===== src/rtl/wdog_pkg.sv =====
package wdog_pkg;
  localparam int PS_W_P = 3;

  typedef struct packed {
    logic              run;
    logic [PS_W_P-1:0] ps;
    logic              psLoad;
  } ctrlStrobe_t;
endpackage


===== src/rtl/wdog_ctrl.sv =====
module wdog_ctrl
  import wdog_pkg::*;
#(
  parameter int WIN  = 4,
  parameter int PS_W = PS_W_P,
  localparam int REG_W = PS_W + 2,
  localparam int WIN_W = $clog2(WIN + 1)
) (
  input  logic             clk,
  input  logic             rstN,
  input  logic             safeLevelIn,
  input  logic             wrEn,
  input  logic [REG_W-1:0] wrData,
  output logic [REG_W-1:0] rdData,
  output logic             lvlQ,
  output ctrlStrobe_t      strobe
);
  localparam int EN_B = 0;
  localparam int UL_B = 1;

  logic             enQ;
  logic [PS_W-1:0]  psQ;
  logic [WIN_W-1:0] winCnt;

  logic             winOpen;
  logic             isOpenWr;
  logic             isSecondWr;
  logic [PS_W-1:0]  wrPs;
  logic             enNext;
  logic [PS_W-1:0]  psNext;
  logic [WIN_W-1:0] winNext;

  // The strap is copied on every clock while reset is held, then frozen.
  always_ff @(posedge clk) begin
    if (!rstN) lvlQ <= safeLevelIn;
  end

  assign winOpen    = (winCnt != '0);
  assign wrPs       = wrData[REG_W-1:2];
  assign isOpenWr   = wrEn && wrData[UL_B] && wrData[EN_B];
  assign isSecondWr = wrEn && !wrData[UL_B] && winOpen;

  always_comb begin
    enNext  = enQ;
    psNext  = psQ;
    winNext = winOpen ? winCnt - WIN_W'(1) : '0;
    if (isOpenWr) begin
      winNext = WIN_W'(WIN);
      enNext  = 1'b1;
    end else if (wrEn) begin
      winNext = '0;
      if (isSecondWr) begin
        psNext = wrPs;
        if (!lvlQ) enNext = wrData[EN_B];
      end else if (!lvlQ && wrData[EN_B]) begin
        enNext = 1'b1;
      end
    end
  end

  always_ff @(posedge clk or negedge rstN) begin
    if (!rstN) begin
      enQ    <= 1'b0;
      psQ    <= '0;
      winCnt <= '0;
    end else begin
      enQ    <= enNext;
      psQ    <= psNext;
      winCnt <= winNext;
    end
  end

  assign strobe.run    = lvlQ || enQ;
  assign strobe.ps     = psQ;
  assign strobe.psLoad = (psNext != psQ);

  assign rdData = {psQ, winOpen, lvlQ || enQ};
endmodule


===== src/rtl/wdog_count.sv =====
module wdog_count
  import wdog_pkg::*;
#(
  parameter int BASE_LOG = 10,
  parameter int PS_W     = PS_W_P,
  localparam int CNT_W   = BASE_LOG + (1 << PS_W) - 1
) (
  input  logic        clk,
  input  logic        rstN,
  input  logic        kick,
  input  ctrlStrobe_t strobe,
  output logic        rstReq
);
  logic [CNT_W-1:0] cnt;
  logic [CNT_W:0]   span;
  logic [CNT_W-1:0] lastCnt;
  logic             clearCnt;
  logic             hitEnd;

  assign span     = (CNT_W + 1)'(1) << (BASE_LOG + int'(strobe.ps));
  assign lastCnt  = CNT_W'(span - (CNT_W + 1)'(1));
  assign clearCnt = kick || strobe.psLoad || !strobe.run;
  assign hitEnd   = !clearCnt && (cnt == lastCnt);

  always_ff @(posedge clk or negedge rstN) begin
    if (!rstN) begin
      cnt    <= '0;
      rstReq <= 1'b0;
    end else begin
      rstReq <= hitEnd;
      if (clearCnt || hitEnd) cnt <= '0;
      else                    cnt <= cnt + CNT_W'(1);
    end
  end
endmodule


===== src/rtl/wdog_top.sv =====
module wdog_top
  import wdog_pkg::*;
#(
  parameter int WIN      = 4,
  parameter int BASE_LOG = 10,
  localparam int PS_W    = PS_W_P,
  localparam int REG_W   = PS_W + 2
) (
  input  logic             clk,
  input  logic             rstN,
  input  logic             safeLevelIn,
  input  logic             wrEn,
  input  logic [REG_W-1:0] wrData,
  output logic [REG_W-1:0] rdData,
  input  logic             kick,
  output logic             rstReq
);
  ctrlStrobe_t strobe;
  logic        lvlQ;

  wdog_ctrl #(.WIN(WIN), .PS_W(PS_W)) u_ctrl (
    .clk(clk), .rstN(rstN), .safeLevelIn(safeLevelIn),
    .wrEn(wrEn), .wrData(wrData), .rdData(rdData),
    .lvlQ(lvlQ), .strobe(strobe)
  );

  wdog_count #(.BASE_LOG(BASE_LOG), .PS_W(PS_W)) u_count (
    .clk(clk), .rstN(rstN), .kick(kick), .strobe(strobe), .rstReq(rstReq)
  );
endmodule


===== config.mk =====
export PLATFORM = sky130hd
export DESIGN_NAME = wdog_top
export DESIGN_NICKNAME = d
export VERILOG_FILES = /design/src/rtl/wdog_pkg.sv /design/src/rtl/wdog_ctrl.sv /design/src/rtl/wdog_count.sv /design/src/rtl/wdog_top.sv
export SDC_FILE = /design/constraint.sdc
export NUM_CORES = 1
export LEC_CHECK = 0
export BUFFER_PORTS_ARGS = -buffer_cell sky130_fd_sc_hd__buf_2
export CAP_MARGIN = 20
export CORE_ASPECT_RATIO = 0.5
export CORE_MARGIN = 2
export CORE_UTILIZATION = 50
export CTS_CLUSTER_DIAMETER = 150
export DETAILED_ROUTE_END_ITERATION = 10
export PLACE_DENSITY = 0.79
export SYNTH_ARGS = -nofsm -noshare
export SYNTH_HDL_FRONTEND = slang
export SYNTH_SLANG_ARGS = --single-unit
export TNS_END_PERCENT = 100

===== constraint.sdc =====
create_clock -name clk -period 4.45 [get_ports clk]
set_clock_uncertainty 0.15 [all_clocks]
set_input_delay 0.89 -clock clk [delete_from_list [all_inputs] [get_ports clk]]
set_output_delay 0.89 -clock clk [all_outputs]
set_load 0.05 [all_outputs]

==> flow_summary.toml <==
[outcome]
outcome = "completed"

[synth]
synth_seq_area_share = 0.423
syn_inst = 151
synth_nets = 170
synth.distinct_cells = 35
ys.warnings.count = 0
async_reset_ff_frac = 0.962
synth_area_per_cell_um2 = 10.3
syn_area_um2 = 1550
synth_edf_count = 1
synthFlopType = "dfrtp_1"
ys_ff_latch = 26

[sta]
min_period_ns = 3.01
max_freq_ghz = 0.332
rsz0062_at_grt = "no"
drv_slew = 0
hold_slack_ns = 0.324
fin_crit_sh = 0.677
setup_tns_ns = 0
relSlewSlack = 0.324
hold_viol_final = 0
worstMarginPinSlew_ns = 1.00
setup_violations = 0

[worst_setup_path]
crit_required_ns = 4.41
r2r_start = "u_ctrl.psQ[1]"
r2r_slack_ns = 1.44
criticalPathCategory = "flop to flop"
endpoint_kind = "flop"
cp_data_arrival_time_ns = 2.98
worst-path-max-fanout = 12
cp-start-kind = "flop"
crit_start = "u_ctrl.psQ[1]"

[pwr]
p_per_area_nw_per_um2 = 415
swShare = 0.354
peakVddDrop_mv = 0.236
intPower_w = 0.000466
clkPwrFrac = 0.272
power_frac_seq = 0.396
p_switching_w = 0.000255
p_leak_nw = 0.794
power.share.combinational = 0.332

[finish]
final_cell_area_um2 = 1740
final_cell_mix = "nor2_1, dfrtp_1, xnor2_1, buf_2, xor2_1"
layout-drive-gt1-share = 0.185
stdcell_count = 208
area_growth_pct = 11.9
nets = 188
insertedDiodeCount = 0
finalCoreUtilization = 0.583

[floorplanning]
start_util = 0.521
ios = 16
coreArea_um2 = 2980
dieWidth_um = 82.8
dieArea_um2 = 3590
die_h_um = 43.4
rows = 14

[detailed_routing]
vias_per_cell = 5.12
wl_um = 2680
ant_nets = 0
drt-initial-drc-count = 73
drc_errors = 0
first_pass_iters = 4
wl_per_cell_um = 12.9
num_vias = 1064

[clocking]
clock-sinks = 26
cts_setup_buffers = 0
postCtsHoldBufs = 0
clkTransAtPathRegs_ns = 0.09
cts-root-buf = "clkbuf_8"
cts_max_path_buffers = 2
clock_latency_ns = 0.27
h-tree-depth = 1
numCtsBuffers = 3
post_cts_resized = 0
cts_tree = "done"

[grt]
grt-ovfl-total = 0
grt_pass1_wl_um = 4640
antenna_found_initial = 0
grt_pass1_vias = 1036
grt_max_degree = 27
grt_usage = 0.175

[place]
placed_cell_area_um2 = 1660
gp_congestion = 0.794
io_buffers = 15
dp.cells = 204
dp_hpwl_um = 2050

[flow_run]
max_cap_viol_count = 0

[hold_path]
min_path_type = "flop to flop"
worst_hold_startpoint = "u_ctrl.winCnt[0]"
cells by family (layout without fill, tap and decap cells):
| group | count (synthesis) | count (layout) | share of synthesized area |
|---|---|---|---|
| muxes | 1 | 1 | 0.00726 |
| DFF | 26 | 26 | 0.423 |
| buffers and inverters | 12 | 29 | 0.0323 |
| xor gates and xnor gates | 28 | 28 | 0.163 |
| AOI/OAI and AO/OA | 9 | 9 | 0.0516 |
| and+or+nand+nor | 66 | 66 | 0.251 |
| adders and majority gates | 9 | 9 | 0.0726 |
power by group through the flow:
stage	Sequential [W]	Combinational [W]	Clock [W]
after detailed placement	0.000290	0.000241	0
after floorplan	0.000317	0.000160	0
after global routing	0.000289	0.000260	0.000211
after global placement	0.000288	0.000234	0
after CTS	0.000285	0.000241	0.000200
final	0.000285	0.000239	0.000196
sequential cells by signal (all words and copies together) (netlist names):
name and count:
u_ctrl.psQ 3, u_ctrl.lvlQ 1, u_count.cnt 17, u_count.rstReq 1, u_ctrl.enQ 1, u_ctrl.winCnt 3
synthesized netlist by cell type (2+ instances only):
library cell | number | area share
dfrtp_1 | 25 | 0.40
nor2_1 | 25 | 0.060
xnor2_1 | 15 | 0.085
xor2_1 | 12 | 0.068
nand2_1 | 10 | 0.024
ha_1 | 9 | 0.073
inv_1 | 9 | 0.022
nand3_1 | 6 | 0.019
nor3_1 | 4 | 0.013
nor4_1 | 4 | 0.016
nand4_1 | 3 | 0.012
a21oi_1 | 2 | 0.0065
and4bb_1 | 2 | 0.016
nand4_4 | 2 | 0.027
nor4b_1 | 2 | 0.011
o21ai_0 | 2 | 0.0065
worst max-delay path, cell delays in order (launching register included):
cell and delay [ns]:
dfrtp_1 0.56, inv_2 0.11, ha_1 0.37, nor4b_1 0.32, xnor2_1 0.18, xnor2_1 0.12, o41ai_2 0.92, nor2_1 0.12
metal layers:
metal,routed length [µm],share of wire,vias to the layer above,track usage
met1,1300,0.48,492,0.248
met3,98,0.037,2,0.0438
met2,1260,0.47,27,0.273
met4,19,0.0071,0,0.0459
met5,0,0,-,0
li1,-,-,543,-
cell type report:
class	count	area, µm²
Fill cell	267	1240
Multi-Input combinational cell	113	846
Sequential cell	26	656
Timing Repair Buffer	15	75.1
Tap cell	40	50.0
Clock buffer	3	41.3
Inverter	10	37.5
Clock inverter	1	30.0
final timing paths:
path,end,cells past startpoint
min reg2reg,u_ctrl.winCnt[0],1
min in group asynchronous,u_count.rstReq,1
max reg2reg,u_count.cnt[15],7
max,u_count.cnt[15],7
min,u_ctrl.winCnt[0],1
max in group asynchronous,u_count.cnt[15],1
stage by stage:
stage | worst slack [ns] | total power [W]
global placement | 1.51 | 0.000522
floorplan | 1.69 | 0.000477
finish | 1.44 | 0.000720
CTS | 1.41 | 0.000726
detailed placement | 1.43 | 0.000530
global route | 1.14 | 0.000761
Power figures use the tool's default switching activity.
